### src/rtl/txq_dma.sv
module txq_dma #(
  parameter int IW = 8,
  parameter int LW = 14
) (
  input  logic        clk,
  input  logic        rst_n,
  input  logic        reg_wr,
  input  logic [2:0]  reg_addr,
  input  logic [31:0] reg_wdata,
  output logic [31:0] reg_rdata,
  output logic        mem_req,
  output logic        mem_we,
  output logic [31:0] mem_addr,
  output logic [31:0] mem_wdata,
  input  logic        mem_ack,
  input  logic [31:0] mem_rdata,
  output logic        out_valid,
  input  logic        out_ready,
  output logic [7:0]  out_data,
  output logic        out_last,
  output logic [2:0]  out_port
);
  localparam logic [IW:0] FULL_RING = (IW+1)'(1) << IW;

  typedef enum logic [2:0] {S_IDLE, S_PTR, S_LEN, S_TAG, S_FETCH, S_SEND, S_DONE} st_t;
  st_t state;

  logic [31:0]   ring_base, ptr, w1, word;
  logic [IW:0]   ring_cnt;
  logic [IW-1:0] cpu_idx, dma_idx, nxt_idx;
  logic [LW-1:0] rem;
  logic [2:0]    port;
  logic          en, wb_en, busy, idx_clr, advance;
  logic [31:0]   desc;

  assign busy    = state != S_IDLE;
  assign idx_clr = reg_wr && reg_addr == 3'd5 && reg_wdata[0];
  assign advance = state == S_DONE && (!wb_en || mem_ack);
  assign nxt_idx = ({1'b0, dma_idx} + 1'b1 == ring_cnt) ? '0 : dma_idx + 1'b1;
  assign desc    = ring_base + {{(28-IW){1'b0}}, dma_idx, 4'b0000};

  assign mem_req   = state inside {S_PTR, S_LEN, S_TAG, S_FETCH} || (state == S_DONE && wb_en);
  assign mem_we    = state == S_DONE;
  assign mem_wdata = w1 | 32'h8000_0000;
  assign out_valid = state == S_SEND;
  assign out_data  = word[{ptr[1:0], 3'b000} +: 8];
  assign out_last  = rem == LW'(1);
  assign out_port  = port;

  always_comb begin
    case (state)
      S_PTR:          mem_addr = desc;
      S_LEN, S_DONE:  mem_addr = desc + 32'd4;
      S_TAG:          mem_addr = desc + 32'd12;
      S_FETCH:        mem_addr = {ptr[31:2], 2'b00};
      default:        mem_addr = '0;
    endcase
  end

  always_comb begin
    case (reg_addr)
      3'd0:    reg_rdata = ring_base;
      3'd1:    reg_rdata = 32'(ring_cnt);
      3'd2:    reg_rdata = 32'(cpu_idx);
      3'd3:    reg_rdata = 32'(dma_idx);
      3'd4:    reg_rdata = {25'd0, wb_en, 4'd0, busy, en};
      default: reg_rdata = '0;
    endcase
  end

  always_ff @(posedge clk or negedge rst_n) begin
    if (!rst_n) begin
      ring_base <= '0;
      ring_cnt  <= FULL_RING;
      cpu_idx   <= '0;
      en        <= 1'b0;
      wb_en     <= 1'b0;
    end else if (reg_wr) begin
      case (reg_addr)
        3'd0: ring_base <= reg_wdata;
        3'd1: ring_cnt  <= reg_wdata[IW:0];
        3'd2: cpu_idx   <= reg_wdata[IW-1:0];
        3'd4: begin en <= reg_wdata[0]; wb_en <= reg_wdata[6]; end
        default: ;
      endcase
    end
  end

  always_ff @(posedge clk or negedge rst_n) begin
    if (!rst_n)       dma_idx <= '0;
    else if (idx_clr) dma_idx <= '0;
    else if (advance) dma_idx <= nxt_idx;
  end

  always_ff @(posedge clk or negedge rst_n) begin
    if (!rst_n) begin
      state <= S_IDLE;
      ptr   <= '0;
      w1    <= '0;
      word  <= '0;
      rem   <= '0;
      port  <= '0;
    end else begin
      case (state)
        S_IDLE:  if (en && dma_idx != cpu_idx) state <= S_PTR;
        S_PTR:   if (mem_ack) begin ptr <= mem_rdata; state <= S_LEN; end
        S_LEN:   if (mem_ack) begin w1 <= mem_rdata; rem <= mem_rdata[16 +: LW]; state <= S_TAG; end
        S_TAG:   if (mem_ack) begin
                   port  <= mem_rdata[26:24];
                   state <= (rem == '0) ? S_DONE : S_FETCH;
                 end
        S_FETCH: if (mem_ack) begin word <= mem_rdata; state <= S_SEND; end
        S_SEND:  if (out_ready) begin
                   if (rem == LW'(1)) state <= S_DONE;
                   else begin
                     rem <= rem - 1'b1;
                     ptr <= ptr + 32'd1;
                     if (ptr[1:0] == 2'b11) state <= S_FETCH;
                   end
                 end
        S_DONE:  if (advance) state <= S_IDLE;
        default: state <= S_IDLE;
      endcase
    end
  end
endmodule

### config.mk
export PLATFORM = sky130hd
export DESIGN_NAME = txq_dma
export DESIGN_NICKNAME = d
export VERILOG_FILES = /design/src/rtl/txq_dma.sv
export SDC_FILE = /design/constraint.sdc
export NUM_CORES = 1
export LEC_CHECK = 0
export ABC_AREA = 1
export BUFFER_PORTS_ARGS = -buffer_cell sky130_fd_sc_hd__buf_4
export CAP_MARGIN = 20
export CORE_MARGIN = 5
export CORE_UTILIZATION = 60
export DETAILED_ROUTE_END_ITERATION = 10
export GPL_ROUTABILITY_DRIVEN = 1
export GPL_TIMING_DRIVEN = 0
export PLACE_DENSITY = 0.92
export SYNTH_ARGS = -nofsm -noshare
export SYNTH_HDL_FRONTEND = slang
export SYNTH_SLANG_ARGS = --single-unit
### constraint.sdc
create_clock -name clk -period 5.2 [get_ports clk]
set_input_delay 1.04 -clock clk [delete_from_list [all_inputs] [get_ports clk]]
set_output_delay 1.04 -clock clk [all_outputs]
set_load 0.01 [all_outputs]
; Word-level counts from Yosys, hierarchy flattened
; Cells that the tools add are included.
[word_totals]
ff_bits = 174
latchBits = 0
ramBits = 0
romBits = 0
inputBits = 72
output_inout_bits = 111
elab_cells = 95
mem_count = 0
[classes]
n_addsub = 7
mul = 0
n_div = 0
n_lt_le_gt_ge = 0
eq_ne = 24
shifts = 1
mux = 24
n_bitwise = 0
n_reduce_logical = 27
[op_table]
columns = op, n
row1 = $pmux W32 S5, 1
row2 = $pmux W32 S4, 1
row3 = $mux W32, 3
row4 = $pmux W32 S2, 1
row5 = $mux W14, 3
row6 = $add A32 B1 Y32 const B, 1
row7 = $add A32 B12 Y32, 1
row8 = $add A32 B3 Y32 const B, 1
row9 = $add A32 B4 Y32 const B, 1
row10 = $shiftx A32 B6 Y8, 1
row11 = $pmux W14 S2, 1
row12 = $mux W3, 9
row13 = $mux W8, 3
row14 = $pmux W3 S7, 1
row15 = $eq A3 B3 Y1 const B, 5
row16 = $eq A14 B1 Y1 const B, 1
row17 = $logic_not A14 Y1, 1
row18 = $reduce_and A2 Y1, 7
row19 = $sub A14 B1 Y14 const B, 1
row20 = $eq A3 B2 Y1 const B, 4
row21 = $ne A2 B2 Y1 const B, 6
row22 = $add A8 B1 Y9 const B, 1
row23 = $eq A9 B9 Y1, 1
row24 = $add A8 B1 Y8 const B, 1
row25 = 16 further kinds, 27

; Depth between registers and ports, before layout
[logic_depth]
depth_word = 5
mapped_depth = 19
ltp_nobuf = 18

; Least setup slack after synthesis
; Ideal clock, no wire load.
[synth_timing]
path_type = register to output
start = register state[2]
end = output mem_addr[22]
arrival_time_ps = 2447
required_time_ps = 4160
slack_ps = 1713
path_stages_with_launch = 16
path_buffers = 1
cell_sequence = dfrtp_1 -> buf_2 -> nor3_1 -> fa_1 -> nand3_1 -> nor2_2 -> nand3_1 -> nor2_4 -> nand3_2 -> inv_2 -> nand2_2 -> nor2_4 -> nand3_1 -> nand2_1 -> nand3_1 -> nand2_1
[synth_via]
elab_chain_len = 3
elab_cells_between_ends = 7
classes_between = 5 x eq/ne / 1 x mux / 1 x reduce/logical
[synth_lines]
columns = item, line_no
row1 = from (decl), 26  ; st_t state;
row2 = from (signal assigned), 110  ; state <= (rem == '0) ? S_DONE : S_FETCH;
row3 = $eq A3 B3 Y1 or $eq A3 B2 Y1 (tied branches), 51  ; case (state)
row4 = $reduce_or A2 Y1, 51
row5 = $pmux W32 S4 *, 51
row6 = to (decl), 13  ; output logic [31:0] mem_addr,
; Every way passes the cells marked *; elsewhere a longest branch is shown, timed or not.

; Worst setup path in the final report
[layout_timing]
start = register state[2]
end = output mem_addr[16]
; The elaborated chain is that of the path after synthesis.

==> flow_summary.ini <==
[global_route]
grt_pass1_vias = 12160
grt_pass1_wl_mm = 59.75
grt_antenna_before_repair = 1
track_usage_pct = 33.65
grt_max_degree = 110
overflow = 0

[clock_tree]
insertion_delay_ps = 450
cts_max_path_buffers = 2
cts_tree = built
clk_pin_slew_ps = 70
cts_sinks = 174
ctsResizeCount = 0
h-tree-depth = 4
root_buffer = clkbuf_16
cts_setup_buffers = 0
cts_inserted_buffers = 17
hold_buffers = 0

[detailed_routing]
avgViaCountPerCell = 5.798
drc = 0
avgRoutedWirePerCell_um = 17.45
dr.pass1.iters = 7
vias = 12310
drt-total-wl_mm = 37.05
antenna_left = 0
drtIter0Drc = 1363

[synth]
synth_area_leader_cell = dfrtp_1
synth_edf_count = 0
yosysMostFrequentCell = nand2_1
synth.area.top_cells = dfrtp_1 38%, nand2_1 15%, o21ai_0 8.1%
yosys.area.top_type_share_pct = 37.83
synthTopCellsByCount = 460 x nand2_1, 226 x inv_1, 185 x o21ai_0
syn_avg_cell_area_sq_um = 6.832
synth_flop_cell = dfrtp_1
seq_area_frac_synth_pct = 38.06
ys_seq_elements = 174
yosys.cell_types.count = 53
synth_nets = 1762
synth_cells = 1675
synth_area_sq_um = 11440
synthArstFlopShare_pct = 100.0
ys_warn_count = 0

[timing]
fin_setup_tns_ps = 0
setup_slack_ps = 272.1
rsz0062_at_grt = false
post-route-min-period_ps = 4928
worstMarginPinSlew_ps = 945.9
hold_violations = 0
fin_crit_sh_pct = 94.77
hold_ws_ps = 486.2
relSlewSlack_pct = 36.45
setup_viol = 0
fmax_ghz = 0.2029
finClkSkew_ps = 8.957
slew_viol_final = 0

[power]
irDropWorstVdd_uv = 336.2
p_per_area_nw_per_um2 = 576.7
finalPower_w = 0.007913
p_leak_nw = 7.052

[final_layout]
final_nets = 1963
fillers = 1541
syn2layout_area_growth_pct = 19.89
final_cell_area_sq_um = 13720
antennaDiodeCount = 0
layout-drive-gt1-share_pct = 15.03

[critical_path]
start_kind = flip-flop
crit_family = simple AND/OR/NAND/NOR gates
slowest_stage = nor3_1
crit_chain = buf_2, nor3_1, fa_1, nand3_1, nor2_2, nand3_1, nor2_4, nand3_2, inv_2, nand2_2, nor2_4, nand2_1, nand3_1, o211ai_1, buf_4
critPathMaxStageDelay_ps = 780
critical_path_class = flip-flop to output pin
critPathArrivalTime_ps = 3890
path_common_cell = nand3_1
worstPathMaxFanout = 9
cp.required_ps = 4160
cp-end-kind = output pin
crit_buf_inv = 3

[floorplanning]
die_h_um = 148.1
fp.dieArea_sq_um = 21940
start_util_pct = 60.97
core_area_sq_um = 18770
dieWidth_um = 148.1
rows = 50
io_pins = 183

[run]
cap_violations = 0

[placed_design]
dpl-instance-area_sq_um = 13130
port_buffers = 181
dp_hpwl_mm = 28.62
post-place-ws_ps = 925.5
place_congestion = 0.9933

[min_path]
hold_class = flip-flop to flip-flop

[outcome]
status = completed
[power by group]
| part | switching, W | leakage (nW) | internal [W] |
|---|---|---|---|
| clock network | 0.000641 | 0.286 | 0.000644 |
| registers | 0.000450 | 2.13 | 0.00187 |
| logic | 0.00272 | 4.64 | 0.00158 |
| total | 0.00381 | 7.05 | 0.00410 |
[worst register-to-register path: stages (launching register included)]
cell and delay [ps]:
dfrtp_1 350, ha_1 260, nand3_1 150, inv_1 120, nand2_1 140, nor2_1 200
nand3_1 140, nor2_1 200, nand4_1 210, o21ai_0 210, nand2_1 60, o21ai_0 160
nand2_1 70, o21ai_1 90
[sequential cells by signal (all words and copies together), names as in the netlist]
register   cells
wb_en          1
rem           14
en             1
w1            31
word          32
state          3
ptr           32
dma_idx        8
ring_cnt       9
ring_base     32
cpu_idx        8
out_port       3
[placed cells by master (no fill, tap or decap), drive strengths merged, types with 2 or more instances in the layout]
| master | Yosys | final |
|---|---|---|
| o211ai | 7 | 7 |
| ha | 13 | 13 |
| or2 | 4 | 4 |
| dfrtp | 173 | 173 |
| a21oi | 64 | 64 |
| nand3b | 3 | 3 |
| nor4 | 2 | 2 |
| o41ai | 2 | 2 |
| xor2 | 33 | 33 |
| a21boi | 3 | 3 |
| o21ai | 199 | 199 |
| clkinv | 3 | 9 |
| xnor2 | 12 | 12 |
| a22oi | 6 | 6 |
| nand4 | 25 | 25 |
| nor2 | 187 | 187 |
| a22o | 2 | 2 |
| nand3 | 108 | 108 |
| buf | 15 | 197 |
| inv | 231 | 239 |
| o31ai | 2 | 2 |
| fa | 2 | 2 |
| a221o | 3 | 3 |
| nor3 | 21 | 21 |
| mux2 | 2 | 2 |
| nand2 | 471 | 471 |
| o2111ai | 3 | 3 |
| o22ai | 22 | 22 |
| clkbuf | 39 | 56 |
| o221ai | 12 | 12 |
[layer usage]
layer | track usage (%) | vias up | wire length [um]
met5 | 0 | - | 7
met4 | 15.43 | 2 | 1680
met3 | 7.343 | 145 | 3427
met2 | 56.91 | 697 | 17560
met1 | 41.38 | 5647 | 14380
li1 | - | 5819 | -
[cells by family (layout without fill, tap and decap cells)]
logic type / after synthesis / in the layout / synth area share, %
adder cells (fa/ha/maj): 15 / 15 / 1.771
multiplexers: 2 / 2 / 0.1968
AND/OR/NAND/NOR: 821 / 821 / 30.72
buffers and inverters: 288 / 502 / 9.709
XOR/XNOR: 45 / 45 / 3.575
AO/OA/AOI/OAI: 329 / 329 / 15.93
other: 1 / 1 / 0.03277
flip-flops: 174 / 174 / 38.06
[through the flow]
| stage | utilization [%] | cells |
|---|---|---|
| after detailed placement | 69.96 | 2091 |
| after global routing | 73.10 | 2123 |
| after CTS | 73.10 | 2123 |
| final | 73.10 | 2123 |
| after global placement | 69.77 | 2090 |
| after floorplan | - | 1675 |
[path summary, 6_finish.rpt]
path | from | end | slack (ps) | depth (start not counted)
min reg2reg | word[12] | word[12] | 490 | 2
max | state[2] | mem_addr[16] | 270 | 15
min | word[12] | word[12] | 490 | 2
max in group asynchronous | rst_n | ring_base[19] | 3790 | 2
max reg2reg | ptr[0] | ptr[28] | 2780 | 13
min in group asynchronous | rst_n | w1[9] | 510 | 1
[area by class of cell]
type                            count  area [sq um]  share of cell area [%]
Multi-Input combinational cell   1213          5977                   43.57
Sequential cell                   174          4355                   31.75
Timing Repair Buffer              182          1394                   10.16
Inverter                          234         878.3                   6.402
Clock buffer                       17         425.4                   3.101
Tap cell                          234         292.8                   2.134
Buffer                             54         232.7                   1.696
Clock inverter                     15         163.9                   1.195
Note: power is estimated with default switching activity, not from simulation.
